--- src/rtl/acq_seq_pkg.sv ---
package acq_seq_pkg;

    typedef enum logic [1:0] {
        ST_OFF    = 2'b00,
        ST_WIDE   = 2'b01,
        ST_MED    = 2'b10,
        ST_NARROW = 2'b11
    } bw_state_e;

    typedef struct packed {
        bw_state_e state;
        logic      short_flag;
        logic      hold_flag;
    } seq_regs_t;

endpackage

--- src/rtl/acq_tick_counter.sv ---
module acq_tick_counter #(
    parameter int LIMIT = 16
) (
    input  logic clk,
    input  logic rst_n,
    input  logic clr_i,
    input  logic inc_i,
    output logic full_o
);
    localparam int CW = $clog2(LIMIT + 1);
    localparam logic [CW-1:0] TOP = CW'(LIMIT);

    logic [CW-1:0] cnt_d, cnt_q;

    always_comb begin
        cnt_d = cnt_q;
        if (clr_i) begin
            cnt_d = '0;
        end else if (inc_i && (cnt_q != TOP)) begin
            cnt_d = cnt_q + 1'b1;
        end
    end

    always_ff @(posedge clk or negedge rst_n) begin
        if (!rst_n) begin
            cnt_q <= '0;
        end else begin
            cnt_q <= cnt_d;
        end
    end

    assign full_o = (cnt_q == TOP);

endmodule

--- src/rtl/acq_mode_seq.sv ---
module acq_mode_seq
    import acq_seq_pkg::*;
#(
    parameter int MIN_ACQ_TICKS = 16,
    parameter int MED_TICKS     = 30
) (
    input  logic       clk,
    input  logic       rst_n,
    input  logic       bit_tick_i,
    input  logic       acq_i,
    input  logic       hold_i,
    input  logic       rx_psave_i,
    output logic [1:0] bw_sel_o,
    output logic       avg_detect_o,
    output logic       loop_hold_o,
    output logic       rx_enable_o,
    output logic       acq_short_o
);

    seq_regs_t r_d, r_q;

    logic acq_inc, acq_clr, acq_full;
    logic med_inc, med_clr, med_full;

    // Wide-phase tick count: only ticks seen with acquire still high count.
    assign acq_clr = (r_q.state != ST_WIDE);
    assign acq_inc = (r_q.state == ST_WIDE) && acq_i && bit_tick_i && !rx_psave_i;

    // Medium-phase tick count: paused by hold, abandoned by acquire.
    assign med_clr = (r_q.state != ST_MED);
    assign med_inc = (r_q.state == ST_MED) && bit_tick_i && !hold_i
                     && !acq_i && !rx_psave_i;

    acq_tick_counter #(.LIMIT(MIN_ACQ_TICKS)) u_acq_cnt (
        .clk    (clk),
        .rst_n  (rst_n),
        .clr_i  (acq_clr),
        .inc_i  (acq_inc),
        .full_o (acq_full)
    );

    acq_tick_counter #(.LIMIT(MED_TICKS)) u_med_cnt (
        .clk    (clk),
        .rst_n  (rst_n),
        .clr_i  (med_clr),
        .inc_i  (med_inc),
        .full_o (med_full)
    );

    always_comb begin
        r_d            = r_q;
        r_d.short_flag = 1'b0;
        r_d.hold_flag  = hold_i && !acq_i && !rx_psave_i;
        if (rx_psave_i) begin
            r_d.state = ST_OFF;
        end else begin
            unique case (r_q.state)
                ST_OFF: begin
                    r_d.state = acq_i ? ST_WIDE : ST_NARROW;
                end
                ST_WIDE: begin
                    if (!acq_i) begin
                        r_d.state      = ST_MED;
                        r_d.short_flag = !acq_full;
                    end
                end
                ST_MED: begin
                    if (acq_i) begin
                        r_d.state = ST_WIDE;
                    end else if (med_full) begin
                        r_d.state = ST_NARROW;
                    end
                end
                ST_NARROW: begin
                    if (acq_i) begin
                        r_d.state = ST_WIDE;
                    end
                end
                default: r_d.state = ST_OFF;
            endcase
        end
    end

    always_ff @(posedge clk or negedge rst_n) begin
        if (!rst_n) begin
            r_q <= '{state: ST_OFF, short_flag: 1'b0, hold_flag: 1'b0};
        end else begin
            r_q <= r_d;
        end
    end

    assign bw_sel_o     = r_q.state;
    assign avg_detect_o = (r_q.state == ST_MED) || (r_q.state == ST_NARROW);
    assign rx_enable_o  = (r_q.state != ST_OFF);
    assign loop_hold_o  = r_q.hold_flag;
    assign acq_short_o  = r_q.short_flag;

endmodule

--- config.mk ---
export PLATFORM = sky130hd
export DESIGN_NAME = acq_mode_seq
export DESIGN_NICKNAME = d
export VERILOG_FILES = /design/src/rtl/acq_seq_pkg.sv /design/src/rtl/acq_tick_counter.sv /design/src/rtl/acq_mode_seq.sv
export SDC_FILE = /design/constraint.sdc
export NUM_CORES = 1
export LEC_CHECK = 0
export BUFFER_PORTS_ARGS = -buffer_cell sky130_fd_sc_hd__buf_4
export CORE_AREA = 2 2 57 46
export CTS_BUF_LIST = sky130_fd_sc_hd__clkbuf_16
export DETAILED_ROUTE_END_ITERATION = 12
export DIE_AREA = 0 0 59 48
export PLACE_DENSITY = 0.48
export SYNTH_ARGS = -nofsm -noshare
export SYNTH_HDL_FRONTEND = slang
export SYNTH_HIERARCHICAL = 1
export SYNTH_SLANG_ARGS = --single-unit
--- constraint.sdc ---
create_clock -name clk -period 2.11 [get_ports clk]
set_clock_uncertainty 0.1 [all_clocks]
set_input_delay 0.422 -clock clk [delete_from_list [all_inputs] [get_ports clk]]
set_output_delay 0.422 -clock clk [all_outputs]
set_load 0.02 [all_outputs]
=== Yosys cells after proc, flatten, opt, wreduce, memory -nomap -nowiden ===
Index checks and enable logic that the tools add are counted.

* Input bits: 6
* Flip-flop bits (word level): 14
* Output and inout port bits: 6

* Reductions and logical operators: 21
* Add/subtract/negate cells: 2
* Equal/unequal tests: 12
* Muxes and demuxes: 13

{| class="wikitable"
|+ Operators by type and width
! kind !! count
|-
| 5-bit 2-to-1 mux || 4
|-
| 1-bit logical AND || 11
|-
| 5-bit by 1-bit adder with 5-bit output, second input constant || 2
|-
| 5-bit equality test, second input constant || 2
|-
| 2-bit 2-to-1 mux || 5
|-
| 5-bit inequality test, second input constant || 2
|-
| 2-bit one-hot mux with 4 select lines || 1
|-
| 3-bit inequality test, second input constant || 2
|-
| 2-bit nonzero test || 3
|-
| 2-bit equality test, second input constant || 2
|-
| 1-bit zero test || 4
|-
| 4-bit inequality test, second input constant || 1
|-
| 3-bit 2-to-1 mux || 1
|-
| 3-bit AND reduction || 1
|-
| 2-bit by 1-bit equality test with 1-bit output, second input constant || 1
|-
| 2-bit zero test || 1
|-
| 1-bit 2-to-1 mux || 2
|-
| 2-bit by 1-bit inequality test with 1-bit output, second input constant || 1
|-
| 2-bit inequality test, second input constant || 1
|-
| 1-bit logical OR || 1
|}

=== Longest topological paths before layout ===
* Depth in word-level cells: 8
* Depth in mapped cells: 6

=== By module ===
Netlist, hierarchy kept.

{| class="wikitable"
|+ Modules (own cells, without submodules)
! module !! seq. area each (um^2) !! area each (um^2) !! cells an instance !! times used
|-
| acq_tick_counter at u_med_cnt || 125.1 || 287.8 || 29 || 1
|-
| acq_tick_counter at u_acq_cnt || 125.1 || 280.3 || 27 || 1
|-
| acq_mode_seq || 100.1 || 181.4 || 17 || 1
|}

=== Worst setup path before layout ===
Ideal clock, no wire load.

* Path type: reg2reg
* Start: register r_q (netlist bit bw_sel_o[1])
* End: register u_acq_cnt.cnt_q[0]
* Setup slack: 266 ps
* Cell stages (with the launch flop): 5
* Data arrival time: 1619 ps
* Path buffers: 0
* Setup time: 125 ps
* Cells stage by stage: dfrtp_1 > nand2b_1 > nor3_1 > nor2b_2 > mux2_2

{| class="wikitable"
|+ RTL lines
! element !! RTL line !! source
|-
| start, declared || acq_mode_seq.sv:20 || <nowiki>seq_regs_t r_d, r_q;</nowiki>
|-
| start signal, assigned || acq_mode_seq.sv:86 || <nowiki>r_q <= '{state: ST_OFF, short_flag: 1'b0, hold_flag: 1'b0};</nowiki>
|-
| start signal, assigned || acq_mode_seq.sv:88 || <nowiki>r_q <= r_d;</nowiki>
|-
| 2-bit by 1-bit inequality test with 1-bit output (*) || acq_mode_seq.sv:26 || <nowiki>assign acq_clr = (r_q.state != ST_WIDE);</nowiki>
|-
| via acq_clr || acq_mode_seq.sv:22 || <nowiki>logic acq_inc, acq_clr, acq_full;</nowiki>
|-
| 5-bit 2-to-1 mux / 2-bit nonzero test (equally long branches) || n/a ||
|-
| end signal, assigned || acq_tick_counter.sv:28 || <nowiki>cnt_q <= cnt_d;</nowiki>
|-
| end, declared || acq_tick_counter.sv:13 || <nowiki>logic [CW-1:0] cnt_d, cnt_q;</nowiki>
|}

The timed path passes the listed nets; every way through them passes the cells marked *.
A chain may end at the register's enable or synchronous reset.

=== Worst setup path in the final report ===
Ends and elaborated chain as after synthesis.

==> run metrics <==
leading post-synthesis cells by cell area dfrtp_1, ha_1, nor2_1; clk slew on worst S/H paths 0.05 ns; # port buffers 11; Post-Syn Nets 83; worst-margin pin slew 0.395 ns; DP Cell Count 110; CTS Root Cell clkbuf_16; RSZ-0062 raised after global routing no; Clock Sinks 14; initial core utilization 33.8%; number of global-route vias before repair 573; Final setup violation count 0; Final #Nets 101; post-synth top area cell dfrtp_1; diodes inserted 0; num rows 15; initial antenna violation count 0; WP data required 2.13 ns; post-route insts no fill 115; Num CTS Buffers 3; Clock Latency Late Sink 0.24 ns; top cell type's share of synthesized area 46.7%; router iterations before antenna repair 2; Yosys reg bits 14; first-pass GRT wire length 2470 um; relative slew slack 73.4%; pwr/cell area 716 mW/mm^2; Lkg Pwr 0.434 nW; Final Core Density 43.5%; Post-Syn Instances 73; layout cells sized above 1 24.4%; Setup CP Type flop to flop; Chip Width 59 um; GRT Residual Overflow 0; status finished clean; largest net degree at the start of global routing 15; Die Y 48 um; Core ar. 0.00221 sq mm; DRC viols 0; Setup TNS 0 ns; RePlAce Congestion 0.829; Layout Area Growth over Synthesis 28.5%; Post-CTS Setup Repair Bufs 0; max_cap viols 0; Arr. time, crit path 1.84 ns; worst-path fanout max 7; ANT nets after route 0; hold crit path type primary input to flop; peak supply drop 0.000365 V; Worst setup SP type flop; CTS Buffer Depth 2; Total Routed Length 1400 um; post-synthesis cell area 749 sq um; Max Slew Vio Count 0; Netlist cell types 30; EDFF count, synth 0; Layout fillers 212; post-synthesis area per instance 10.3 sq um; num ports 12; Hold Violations, Final 0; Synth Warn # 6; wire length per cell 12.2 um; DPL Wire Length 1050 um; via/cell ratio 4.90; via count 564; Final period util 85.8%; Crit. End Element flop; min cycle time layout 1.81 ns; die area 0.00283 sq mm; H-tree levels 1; Post-synth ARST share 100%; CTS tree done; part of the Yosys area used for sequential elements 46.7%; Fmax 0.552 GHz; GRT Resource Usage Total 12.3%; First DRT Iteration DRCs 10; most common flop cell mapped by yosys dfrtp_1
[path summary, 6_finish.rpt]
path / start / endpoint / slack [ns] / cells past startpoint
max: bw_sel_o[1]$_DFFE_PN0P_ / u_acq_cnt/cnt_q[0]$_DFFE_PN0P_ / 0.30 / 4
min: rx_psave_i / acq_short_o$_DFF_PN0_ / 0.27 / 2
min in group asynchronous: rst_n / u_med_cnt/cnt_q[1]$_DFFE_PN0P_ / 0.47 / 2
max in group asynchronous: rst_n / u_acq_cnt/cnt_q[1]$_DFFE_PN0P_ / 1.27 / 2
max reg2reg: bw_sel_o[1]$_DFFE_PN0P_ / u_acq_cnt/cnt_q[0]$_DFFE_PN0P_ / 0.30 / 4
min reg2reg: u_acq_cnt/cnt_q[4]$_DFFE_PN0P_ / u_acq_cnt/cnt_q[4]$_DFFE_PN0P_ / 0.45 / 2
[cells in the mapped netlist, types with 2 or more instances]
cell type,count
nor3_1,3
a21oi_1,4
xor2_1,2
or2_0,2
dfrtp_1,14
mux2_1,2
inv_1,3
nand2b_1,4
nand2_1,3
nand4_1,4
ha_1,4
nor2_1,9
o21ai_0,2
[cells in the final DEF, fill, tap and decap left out, drive strengths merged]
cell type	n
nor2	9
dlygate4sd3	1
and3	1
and2	2
o21ai	2
nor2b	2
nor4	1
or2	3
nand4	4
and4bb	2
xor2	2
ha	4
nand3	1
or3	1
nor3b	1
dfrtp	14
clkbuf	3
nand2b	4
nand2	3
a21oi	4
nor4b	1
buf	13
a21boi	1
nor3	3
mux2i	1
mux2	3
clkinv	1
inv	3
[flip-flops by register name, indices dropped and copies added (netlist names)]
signal           cells
u_acq_cnt/cnt_q      5
loop_hold_o          1
acq_short_o          1
bw_sel_o             2
u_med_cnt/cnt_q      5
[power breakdown]
group	total, W	internal, W	switching, W
clock	0.000355	0.000250	0.000105
combinational	0.0000567	0.0000265	0.0000302
sequential	0.000278	0.000274	0.00000421
[logic make-up (layout without fill, tap and decap cells)]
family | Yosys count | in the layout | synth area share (%)
multiplexers | 4 | 4 | 5.84
flip-flops | 14 | 14 | 46.7
AO/OA/AOI/OAI | 7 | 7 | 5.51
buffers and inverters | 4 | 21 | 2.00
AND/OR/NAND/NOR | 38 | 38 | 30.9
XOR/XNOR | 2 | 2 | 2.34
adder cells (fa/ha/maj) | 4 | 4 | 6.68
[layer usage]
metal  up-vias  track usage [%]  share of wire, %
met2        11             19.6                42
li1        289                -                 -
met5         -                0                 0
met1       262             14.8                51
met3         2             5.14               5.2
met4         0             5.45              0.86
[worst max-delay path, cell delays in order, from the launching register on]
cell and delay, ns:
dfrtp_1 0.43, nand2b_1 0.18, nor3_1 0.36, nor2b_2 0.28, mux2_2 0.34
[stage by stage]
step / hold slack (ns) / instance area (sq um) / worst slack [ns] / power [W]
finish: 0.267 / 963 / 0.299 / 0.000689
global route: 0.274 / 963 / 0.169 / 0.000726
CTS: 0.260 / 963 / 0.297 / 0.000707
detailed placement: 0.189 / 875 / 0.307 / 0.000338
global placement: 0.187 / 875 / 0.305 / 0.000338
floorplan: 0.0264 / 749 / 0.266 / 0.000306
[area by class of cell]
type | count | area (sq um) | share of cell area, %
repair buffers | 14 | 108 | 11.2
clock buffers | 3 | 75.1 | 7.79
multi-input cells | 55 | 384 | 39.9
inverters | 3 | 11.3 | 1.17
well taps | 25 | 31.3 | 3.25
clock inverters | 1 | 3.75 | 0.390
flip-flops and latches | 14 | 350 | 36.4
[repair_timing]
item / 4_1_cts / 5_1_grt
hold endpoints to repair: 14 / 0
gates resized for setup: 0 / 0
hold buffers: 1 / 0
Power figures use the tool's default switching activity.
